$ cat config.mk
export PLATFORM = sky130hd
export DESIGN_NAME = early_term_mult
export DESIGN_NICKNAME = d
export VERILOG_FILES = /design/src/rtl/etm_pkg.sv /design/src/rtl/etm_span_detect.sv /design/src/rtl/etm_chunk_mac.sv /design/src/rtl/early_term_mult.sv
export SDC_FILE = /design/constraint.sdc
export NUM_CORES = 1
export LEC_CHECK = 0
export ABC_AREA = 1
export CORE_MARGIN = 1
export CORE_UTILIZATION = 50
export DETAILED_ROUTE_END_ITERATION = 7
export GPL_ROUTABILITY_DRIVEN = 1
export PLACE_DENSITY_LB_ADDON = 0.2
export SLEW_MARGIN = 20
export SYNTH_ARGS = -nofsm -noshare
export SYNTH_HDL_FRONTEND = slang
export SYNTH_SLANG_ARGS = --single-unit
$ cat constraint.sdc
create_clock -name clk -period 9.4 [get_ports clk]
set_clock_uncertainty 0.2 [all_clocks]
set_input_delay 1.88 -clock clk [delete_from_list [all_inputs] [get_ports clk]]
set_output_delay 1.88 -clock clk [all_outputs]
set_load 0.05 [all_outputs]
$ cat src/rtl/etm_pkg.sv
package etm_pkg;

   typedef enum logic {
      ETM_IDLE = 1'b0,
      ETM_RUN  = 1'b1
   } etm_state_e;

   function automatic int unsigned etm_chunks(input int unsigned width, input int unsigned chunk);
      return width / chunk;
   endfunction

endpackage

$ cat src/rtl/etm_span_detect.sv
module etm_span_detect #(
   parameter  int unsigned WIDTH  = 32,
   parameter  int unsigned CHUNK  = 8,
   localparam int unsigned NCHUNK = WIDTH / CHUNK,
   localparam int unsigned CNT_W  = $clog2(NCHUNK + 1)
) (
   input  logic [WIDTH-1:CHUNK] upper_i,
   output logic [CNT_W-1:0]     need_o,
   output logic                 ext_o
);

   // uniform[k]: bits WIDTH-1 .. k*CHUNK are all equal
   logic [NCHUNK-1:1] uniform;

   for (genvar k = 1; k < NCHUNK; k++) begin : g_span
      localparam int unsigned LO = k * CHUNK;
      assign uniform[k] = (&upper_i[WIDTH-1:LO]) | ~(|upper_i[WIDTH-1:LO]);
   end

   // smallest uniform span wins
   always_comb begin
      need_o = CNT_W'(NCHUNK);
      for (int k = NCHUNK - 1; k >= 1; k--) begin
         if (uniform[k]) need_o = CNT_W'(k);
      end
   end

   // an early finish over an all-ones upper part weights the last byte negatively
   assign ext_o = upper_i[WIDTH-1] & (need_o != CNT_W'(NCHUNK));

endmodule

$ cat src/rtl/etm_chunk_mac.sv
module etm_chunk_mac #(
   parameter int unsigned WIDTH = 32,
   parameter int unsigned CHUNK = 8,
   parameter int unsigned IDX_W = 2
) (
   input  logic [WIDTH-1:0] acc_i,
   input  logic [WIDTH-1:0] mcand_i,
   input  logic [CHUNK-1:0] chunk_i,
   input  logic             ext_i,
   input  logic [IDX_W-1:0] idx_i,
   output logic [WIDTH-1:0] acc_o
);

   localparam int unsigned SH_W = $clog2(WIDTH);

   logic [WIDTH-1:0] digit;
   logic [WIDTH-1:0] partial;
   logic [SH_W-1:0]  shamt;

   // digit value is chunk, or chunk - 2^CHUNK when ext_i is set
   assign digit   = {{(WIDTH - CHUNK){ext_i}}, chunk_i};
   assign partial = mcand_i * digit;
   assign shamt   = SH_W'(idx_i * CHUNK);
   assign acc_o   = acc_i + (partial << shamt);

endmodule

$ cat src/rtl/early_term_mult.sv
module early_term_mult #(
   parameter  int unsigned WIDTH  = 32,
   parameter  int unsigned CHUNK  = 8,
   localparam int unsigned NCHUNK = WIDTH / CHUNK,
   localparam int unsigned CNT_W  = $clog2(NCHUNK + 1)
) (
   input  logic             clk,
   input  logic             rst_n,
   input  logic             start_i,
   input  logic [WIDTH-1:0] mcand_i,
   input  logic [WIDTH-1:0] mplier_i,
   output logic             busy_o,
   output logic             done_o,
   output logic [WIDTH-1:0] product_o,
   output logic [CNT_W-1:0] cycles_o
);

   import etm_pkg::*;

   localparam int unsigned IDX_W = $clog2(NCHUNK);

   if (CHUNK == 0 || WIDTH % CHUNK != 0) begin : g_bad_split
      $error("early_term_mult: WIDTH must be a multiple of CHUNK");
   end
   if (etm_chunks(WIDTH, CHUNK) < 2) begin : g_bad_count
      $error("early_term_mult: at least two chunks are required");
   end

   etm_state_e       state_q;
   logic [WIDTH-1:0] mcand_q, mplier_q, acc_q, acc_next, product_q;
   logic [CNT_W-1:0] need_q, cycles_q, need_d;
   logic [IDX_W-1:0] idx_q;
   logic             ext_q, ext_d, done_q, last;

   etm_span_detect #(.WIDTH(WIDTH), .CHUNK(CHUNK)) i_span (
      .upper_i (mplier_i[WIDTH-1:CHUNK]),
      .need_o  (need_d),
      .ext_o   (ext_d)
   );

   assign last = (CNT_W'(idx_q) + CNT_W'(1)) == need_q;

   etm_chunk_mac #(.WIDTH(WIDTH), .CHUNK(CHUNK), .IDX_W(IDX_W)) i_mac (
      .acc_i   (acc_q),
      .mcand_i (mcand_q),
      .chunk_i (mplier_q[CHUNK-1:0]),
      .ext_i   (ext_q & last),
      .idx_i   (idx_q),
      .acc_o   (acc_next)
   );

   always_ff @(posedge clk or negedge rst_n) begin
      if (!rst_n) begin
         state_q   <= ETM_IDLE;
         mcand_q   <= '0;
         mplier_q  <= '0;
         acc_q     <= '0;
         need_q    <= '0;
         ext_q     <= 1'b0;
         idx_q     <= '0;
         product_q <= '0;
         cycles_q  <= '0;
         done_q    <= 1'b0;
      end else begin
         done_q <= 1'b0;
         unique case (state_q)
            ETM_IDLE: begin
               if (start_i) begin
                  mcand_q  <= mcand_i;
                  mplier_q <= mplier_i;
                  need_q   <= need_d;
                  ext_q    <= ext_d;
                  idx_q    <= '0;
                  acc_q    <= '0;
                  state_q  <= ETM_RUN;
               end
            end
            ETM_RUN: begin
               acc_q    <= acc_next;
               mplier_q <= mplier_q >> CHUNK;
               idx_q    <= idx_q + IDX_W'(1);
               if (last) begin
                  state_q   <= ETM_IDLE;
                  product_q <= acc_next;
                  cycles_q  <= need_q;
                  done_q    <= 1'b1;
               end
            end
            default: state_q <= ETM_IDLE;
         endcase
      end
   end

   assign busy_o    = (state_q == ETM_RUN);
   assign done_o    = done_q;
   assign product_o = product_q;
   assign cycles_o  = cycles_q;

   // ---------------- checker state and assertions ----------------
   logic [CNT_W-1:0] run_cnt;
   logic [WIDTH-1:0] mplier_ref;

   always_ff @(posedge clk or negedge rst_n) begin
      if (!rst_n) begin
         run_cnt    <= '0;
         mplier_ref <= '0;
      end else begin
         run_cnt <= busy_o ? run_cnt + CNT_W'(1) : '0;
         if (!busy_o && start_i) mplier_ref <= mplier_i;
      end
   end

   assert_product_R2: assert property (@(posedge clk) disable iff (!rst_n)
      done_o |-> product_o == mcand_q * mplier_ref);

   assert_done_pulse_R8: assert property (@(posedge clk) disable iff (!rst_n)
      done_o |=> !done_o);

   assert_hold_operand_R9: assert property (@(posedge clk) disable iff (!rst_n)
      busy_o |=> $stable(mcand_q));

   assert_busy_end_R10: assert property (@(posedge clk) disable iff (!rst_n)
      $fell(busy_o) |-> done_o);

   assert_count_match_R10: assert property (@(posedge clk) disable iff (!rst_n)
      done_o |-> (cycles_o == run_cnt) && (cycles_o >= CNT_W'(1)) && (cycles_o <= CNT_W'(NCHUNK)));

endmodule

# Word level (Yosys, flattened, before mapping)
# Cells that the tools add are included.
[op_classes]
n_mux = 14
reduce_logical = 8
n_shift = 1
bitwise = 9
eq_ne = 3
multipliers = 1
addsub = 3
[ops]
columns = ["op", "count"]
rows = [
  ["32-bit case mux with 2 select lines", 2],
  ["32-bit two-way mux", 2],
  ["32-bit adder", 1],
  ["32-bit by 9-bit multiplier with 32-bit output", 1],
  ["32-bit by 5-bit left shift with 32-bit output", 1],
  ["24-bit AND reduction", 1],
  ["24-bit OR reduction", 1],
  ["16-bit AND reduction", 1],
  ["16-bit OR reduction", 1],
  ["3-bit two-way mux", 3],
  ["8-bit AND reduction", 1],
  ["8-bit OR reduction", 1],
  ["1-bit two-way mux", 4],
  ["1-bit inverter", 4],
  ["2-bit case mux with 2 select lines", 1],
  ["2-bit AND reduction", 2],
  ["2-bit by 1-bit adder with 3-bit output (second input constant)", 1],
  ["3-bit == test", 1],
  ["3-bit inequality test (second input constant)", 1],
  ["1-bit OR", 3],
  ["2-bit by 1-bit adder with 2-bit output (second input constant)", 1],
  ["1-bit AND", 2],
  ["2-bit two-way mux", 1],
  ["2-bit inequality test (second input constant)", 1],
  ["1-bit case mux with 2 select lines", 1],
]
[totals]
regBits = 139

# Logic depth before layout (Yosys ltp)
# Gate-level depths: netlist (run 1).
[logic_depth]
ltp_word = 8
mapped_depth = 40
ltp_nobuf = 40

# Modules after synthesis
# Synthesis (run 1) repeated with hierarchy kept, for this count alone.
[hier_totals]
hier_cells = 2054
hier_area_um2 = 15823.9
[by_module_without_submodules]
columns = ["module", "n_inst", "area_per_inst_um2", "cells_each"]
rows = [
  ["etm_chunk_mac", 1, 10088.4, 1445],
  ["early_term_mult", 1, 5505.3, 558],
  ["etm_span_detect", 1, 230.2, 51],
]

# Worst setup path after synthesis (run 1)
# Ideal clock, no wire load.
[synth_timing]
path_type = "reg2reg"
startpoint = "reg idx_q[1]"
endpoint = "reg acc_q[25]"
n_path_buf = 0
setup_time_ns = 0.122
path_slack_ns = 2.408
stages_incl_launch_ff = 32
t_arrival_ns = 6.671
path_cell_list = "dfrtp_1 > ha_1 > xnor2_1 > nand4_2 > or2_2 > fa_1 > fa_1 > fa_1 > inv_1 > fa_1 > inv_1 > fa_1 > inv_1 > ha_1 > nand2_1 > o21ai_1 > a21o_1 > nand3_1 > o21ai_2 > a21oi_1 > xnor2_1 > o21ai_0 > a21oi_1 > ha_1 > a21oi_1 > inv_1 > a31oi_2 > o21ai_0 > a21oi_1 > o21ai_0 > or2_1 > a32o_1"
[synth_between]
elab_chain_cells = 7
[synth_lines]
columns = ["element", "line", "rtl"]
rows = [
  ["start: declaration", "early_term_mult.sv:32", "logic [IDX_W-1:0] idx_q;"],
  ["start signal: assignment", "early_term_mult.sv:81", "idx_q <= idx_q + IDX_W'(1);"],
  ["2-bit by 1-bit adder with 3-bit output", "early_term_mult.sv:41", "assign last = (CNT_W'(idx_q) + CNT_W'(1)) == need_q;"],
  ["3-bit == test", "early_term_mult.sv:41", ""],
  ["1-bit AND", "early_term_mult.sv:47", ".ext_i (ext_q & last),"],
  ["32-bit by 9-bit multiplier with 32-bit output", "etm_chunk_mac.sv:22", "assign partial = mcand_i * digit;"],
  ["32-bit by 5-bit left shift with 32-bit output (*)", "etm_chunk_mac.sv:24", "assign acc_o = acc_i + (partial << shamt);"],
  ["32-bit adder (*)", "etm_chunk_mac.sv:24", ""],
  ["32-bit case mux with 2 select lines (*)", "early_term_mult.sv:66", "unique case (state_q)"],
  ["end signal: assignment", "early_term_mult.sv:79", "acc_q <= acc_next;"],
  ["end: declaration", "early_term_mult.sv:30", "logic [WIDTH-1:0] mcand_q, mplier_q, acc_q, acc_next, product_q;"],
]
# Mark *: on every way between the ends. The rest lies on a longest branch, timed or not.
# A chain may end at the register's enable or synchronous reset.

# Final worst setup path (run 1)
[layout_timing]
startpoint = "reg idx_q[1]"
endpoint = "reg acc_q[26]"
# The elaborated chain is that of the path after synthesis.

==> reports/metrics.yaml, run 1 <==
power_and_ir_drop:
  p_leak_nw: 9.95
  p_per_area_mw_per_mm2: 356
  ir_drop_uv: 247
synthesis:
  synth_area_per_cell_um2: 7.42
  synth_enable_flop_cells: 0
  ys_types: 57
  yosys_warnings: 0
  synth_fp_nets: 2488
  yosysTopAreaCell: "fa_1"
  synthCells: 2142
  ys_ff_latch: 139
  async_flop_share_pct: 100
  synth-main-ff-cell: "dfrtp_1"
  yosysTopAreaCellShare_pct: 22.8
  synth.cell_area_mm2: 0.0159
  synth_area_leaders: "fa_1, dfrtp_1, nand2_1"
  ys_seq_area_share_pct: 21.9
finish:
  drive_above_1_share_pct: 4.59
  final_util_pct: 57.6
  finalNonFillerCells: 2595
  final_common_cell: "nand2_1"
  final_cell_mix: "nand2_1, inv_1, fa_1, dfrtp_1, clkdlybuf4s50_1"
  final_nets: 2532
  synthToLayoutAreaGrowth_pct: 11.9
  antenna-diode-count: 0
sta:
  holdWs_ns: 0.280
  setup_viol: 0
  fin_crit_ns: 8.60
  max_slew.worst_pin.slew_ns: 1.02
  maxSlewHeadroom_pct: 31.8
  max_freq_mhz: 116
  layout_setup_ws_ns: 0.796
  tns_ns: 0
  hold_viol: 0
  rsz0062_at_grt: "false"
  period_share_pct: 91.5
  drv_slew: 0
placement:
  dp_cells: 2563
  place_ws_ns: 0.589
  gp_congestion: 0.923
  hpwl_um: 32500
  numPortBuffers: 103
grt:
  grt_antenna_before_repair: 0
  grt_pass1_wl_um: 72200
  grt_max_degree: 88
  grt_usage_pct: 27.9
  globalRouteOverflowTotal: 0
  grt_pass1_vias: 14400
clock_tree:
  clk_path_buf_depth: 2
  clk_latency_ns: 0.46
  clock-sinks: 139
  cts_hold_buf: 0
  tritoncts: "built"
  cts.clk_slew.worst_paths_ns: 0.07
  h-tree-depth: 4
  cts_buffers: 17
  root_buffer: "clkbuf_16"
floorplanning:
  die_w_um: 180
  die_height_um: 180
  num_rows: 64
  start_util_pct: 51.4
  coreArea_mm2: 0.0309
  die-area_mm2: 0.0325
  io_pins: 104
drt:
  vias: 13600
  wl_per_cell_um: 16.3
  drt_wl_total_um: 42200
  ant_nets: 0
  drt_first_pass_iters: 5
  drc: 0
  vias_per_cell: 5.23
  drt_iter0_markers: 787
worst_setup_path:
  startpoint_type: "flip-flop"
  cp.required_ns: 9.53
  cpPeakStageDelay_ns: 0.51
  cpMaxStageDelayCell: "fa_1"
  crit_path_end_kind: "flip-flop"
  cp_max_fo: 25
  path_class: "flip-flop to flip-flop"
  worst_ep_arrival_time_ns: 8.74
hold_path:
  worstHoldPathType: "flip-flop to flip-flop"
status:
  status: "complete, no violations"
run:
  drv_cap: 0
-- per-layer routing --
| metal | track usage [%] | part of all wire (%) |
|---|---|---|
| met1 | 37.2 | 45 |
| met2 | 47.1 | 48 |
| met3 | 3.90 | 5.2 |
| met4 | 8.89 | 2.3 |
| met5 | 0 | 0 |
-- kinds of logic after synthesis --
logic type	share of synthesized area [%]
fa+ha+maj	30.5
buf+inv	13.1
compound gates	9.07
simple gates	23.6
xor+xnor	1.87
flops	21.9
-- state kept, by name (all words and copies together) (netlist names), 2 cells and up --
register,cells
mplier_q,32
product_o,32
cycles_o,3
idx_q,2
need_q,3
acc_q,32
mcand_q,32
-- Yosys cell counts, types with 14 or more instances --
cell / n
a21oi_1: 70
nand2_1: 680
nand4_1: 14
o211ai_1: 14
nand3_1: 83
ha_1: 98
xor2_1: 23
clkbuf_1: 73
dfrtp_1: 139
or2_2: 15
a31oi_1: 18
inv_1: 447
nor3_1: 14
nor2_1: 71
o21ai_0: 61
fa_1: 181
-- per-stage QoR --
step	total power [mW]	area, um^2
2_1_floorplan	4.30	15900
3_3_place_gp	5.54	17200
3_5_place_dp	5.58	17200
4_1_cts	6.36	17800
5_1_grt	7.01	17800
6_report	6.34	17800
-- where the power goes --
| part | leakage [nW] | internal, mW | switching, mW |
|---|---|---|---|
| combinational | 7.89 | 1.58 | 2.83 |
| clock | 0.291 | 0.402 | 0.313 |
| sequential | 1.77 | 0.850 | 0.364 |
| total | 9.95 | 2.83 | 3.51 |
-- worst max-delay path, delay by kind of cell (launching register included) --
kind            cells  cell delay (ns)
compound gates      7             1.14
fa+ha+maj           8             3.30
flops               1             0.37
simple gates       12             2.35
buf+inv             6             0.53
xor+xnor            2             0.60
-- timing repair --
action,4_1_cts,5_1_grt
setup buffers,0,0
resized for setup,0,1
endpoints found under the setup margin,0,5
-- area by class of cell --
class,count,area (um^2)
inverters,452,1700
clock buffers,17,425
fillers,2886,13100
repair buffers,119,1150
multi-input cells,1457,10400
flip-flops and latches,139,3480
clock inverters,15,184
well taps,396,495
-- path summary, 6_finish.rpt --
| path | from | endpoint | slack (ns) | depth (start not counted) |
|---|---|---|---|---|
| min | mplier_q[27]$_DFFE_PN0P_ | mplier_q[27]$_DFFE_PN0P_ | 0.28 | 2 |
| min in group asynchronous | rst_n | mcand_q[9]$_DFFE_PN0P_ | 1.28 | 1 |
| max reg2reg | idx_q[1]$_DFFE_PN0P_ | acc_q[26]$_DFFE_PN0P_ | 0.80 | 35 |
| max in group asynchronous | rst_n | busy_o$_DFF_PN0_ | 6.45 | 2 |
| max | idx_q[1]$_DFFE_PN0P_ | acc_q[26]$_DFFE_PN0P_ | 0.80 | 35 |
| min reg2reg | mplier_q[27]$_DFFE_PN0P_ | mplier_q[27]$_DFFE_PN0P_ | 0.28 | 2 |
(Power assumes the default switching activity.)
==> run 2: changes to the inputs <==
--- a/config.mk
+++ b/config.mk
@@ -8,9 +8,10 @@
 export ABC_AREA = 1
 export CORE_MARGIN = 1
 export CORE_UTILIZATION = 50
+export CTS_CLUSTER_DIAMETER = 150
 export DETAILED_ROUTE_END_ITERATION = 7
 export GPL_ROUTABILITY_DRIVEN = 1
-export PLACE_DENSITY_LB_ADDON = 0.2
+export PLACE_DENSITY = 0.69
 export SLEW_MARGIN = 20
 export SYNTH_ARGS = -nofsm -noshare
 export SYNTH_HDL_FRONTEND = slang
==> constraint.sdc (replaced) <==
create_clock -name clk -period 9.4 [get_ports clk]
set_clock_uncertainty 0.2 [all_clocks]
set_input_delay 1.88 -clock clk [delete_from_list [all_inputs] [get_ports clk]]
set_output_delay 1.88 -clock clk [all_outputs]
set_load 0.01 [all_outputs]
==> run 2 against run 1 <==
- wire length is 0.40% higher
- clock-buffer cell count is 3 higher
- total power is 2.9% lower
- via count is 1.2% higher
- highest routed layer unchanged
==> reports/metrics.yaml, run 2 (synthesis gave the netlist of run 1 again) <==
power_and_ir_drop:
  p_leak_nw: 9.97
  ir_drop_uv: 212
  p_comb_share_pct: 68.1
  switchingPower_mw: 3.28
  p_seq_share_pct: 19.8
  p_clk_share_pct: 12.1
  cell_internal_pwr_mw: 2.87
  p_sw_share_pct: 53.4
  p_per_area_mw_per_mm2: 346
floorplanning:
  io_pins: 104
  num_rows: 64
  start_util_pct: 51.4
  die_height_um: 180
  die-area_mm2: 0.0325
  die_w_um: 180
  coreArea_mm2: 0.0309
status:
  status: "complete, no violations"
hold_path:
  worstHoldPathType: "flip-flop to flip-flop"
placement:
  numPortBuffers: 103
  hpwl_um: 32600
  placed_area_mm2: 0.0172
  gp_congestion: 0.899
  place_ws_ns: 1.02
clock_tree:
  clk_latency_ns: 0.45
  post_cts_resize_count: 0
  root_buffer: "clkbuf_16"
  h-tree-depth: 4
  cts_hold_buf: 0
  clk_path_buf_depth: 2
  cts_setup_buffers: 0
  cts_buffers: 17
  tritoncts: "built"
  cts.clk_slew.worst_paths_ns: 0.06
  clock-sinks: 139
finish:
  final_util_pct: 57.6
  final_common_cell: "nand2_1"
  fillCellCount: 2938
  final_area_mm2: 0.0178
  drive_above_1_share_pct: 4.50
  antenna-diode-count: 0
  final_nets: 2533
  synthToLayoutAreaGrowth_pct: 12.0
  final_cell_mix: "nand2_1, inv_1, fa_1, dfrtp_1, clkdlybuf4s50_1"
worst_setup_path:
  path_class: "flip-flop to flip-flop"
  crit_path_end_kind: "flip-flop"
  cp_max_fo: 14
  rrSetupSlack_ns: 1.02
  cp.required_ns: 9.58
  startpoint_type: "flip-flop"
  cpMaxStageDelayCell: "dfrtp_1"
  worst_ep_arrival_time_ns: 8.56
  cpPeakStageDelay_ns: 0.51
drt:
  drt_wl_total_um: 42400
  vias_per_cell: 5.29
  drt_iter0_markers: 839
  vias: 13700
  ant_nets: 0
  drt_first_pass_iters: 7
  wl_per_cell_um: 16.3
  drc: 0
sta:
  layout_setup_ws_ns: 1.02
  max_slew.worst_pin.slew_ns: 1.03
  hold_viol: 0
  rsz0062_at_grt: "false"
  period_share_pct: 89.2
  drv_slew: 0
  fin_crit_ns: 8.38
  setup_viol: 0
  holdWs_ns: 0.281
  tns_ns: 0
  max_freq_mhz: 119
  maxSlewHeadroom_pct: 31.2
grt:
  grt_pass1_vias: 14300
  globalRouteOverflowTotal: 0
  grt_usage_pct: 27.9
  grt_antenna_before_repair: 0
  grt_max_degree: 72
  grt_pass1_wl_um: 72100
run:
  drv_cap: 0
[run 2: metal layers]
metal / track usage [%] / vias to the layer above / wire (um)
li1: - / 6582 / -
met1: 36.7 / 6713 / 19100
met2: 48.2 / 392 / 20600
met3: 3.07 / 58 / 1760
met4: 8.79 / 0 / 886
met5: 0 / - / 0
[run 2: path summary, 6_finish.rpt]
path	to	cells past startpoint	from
worst min register to register	mplier_q[29]$_DFFE_PN0P_	2	mplier_q[29]$_DFFE_PN0P_
worst max register to register	product_o[20]$_DFFE_PN0P_	35	idx_q[0]$_DFFE_PN0P_
worst min-delay path	mplier_q[29]$_DFFE_PN0P_	2	mplier_q[29]$_DFFE_PN0P_
min in group asynchronous	mcand_q[8]$_DFFE_PN0P_	1	rst_n
max in group asynchronous	busy_o$_DFF_PN0_	2	rst_n
worst max-delay path	product_o[20]$_DFFE_PN0P_	35	idx_q[0]$_DFFE_PN0P_
[run 2: layout make-up]
| class | count | area (um^2) | share of cell area, % |
|---|---|---|---|
| well taps | 396 | 495 | 2.78 |
| inverters | 452 | 1700 | 9.54 |
| multi-input cells | 1457 | 10300 | 58.1 |
| repair buffers | 120 | 1160 | 6.52 |
| clock inverters | 12 | 185 | 1.04 |
| flip-flops and latches | 139 | 3480 | 19.5 |
| clock buffers | 20 | 437 | 2.45 |
[run 2: through the flow]
| step | instances | total power, mW |
|---|---|---|
| final | 2596 | 6.15 |
| after global placement | 2564 | 5.34 |
| after global routing | 2596 | 6.80 |
| after floorplan | 2142 | 4.11 |
| after detailed placement | 2564 | 5.36 |
| after CTS | 2596 | 6.18 |
[run 2: critical path: cells and delay by family, from the launching register on]
family | cells | cell delay, ns
compound gates | 6 | 1.16
simple gates | 14 | 2.22
flops | 1 | 0.51
buf+inv | 5 | 0.36
xor+xnor | 2 | 0.42
fa+ha+maj | 8 | 3.42
[run 2: power groups by stage]
stage	sequential, mW	combinational, mW	clock (mW)
3_3_place_gp	1.22	4.12	0
4_1_cts	1.21	4.20	0.761
6_report	1.22	4.19	0.746
2_1_floorplan	0.993	3.12	0
3_5_place_dp	1.22	4.14	0
5_1_grt	1.25	4.76	0.780
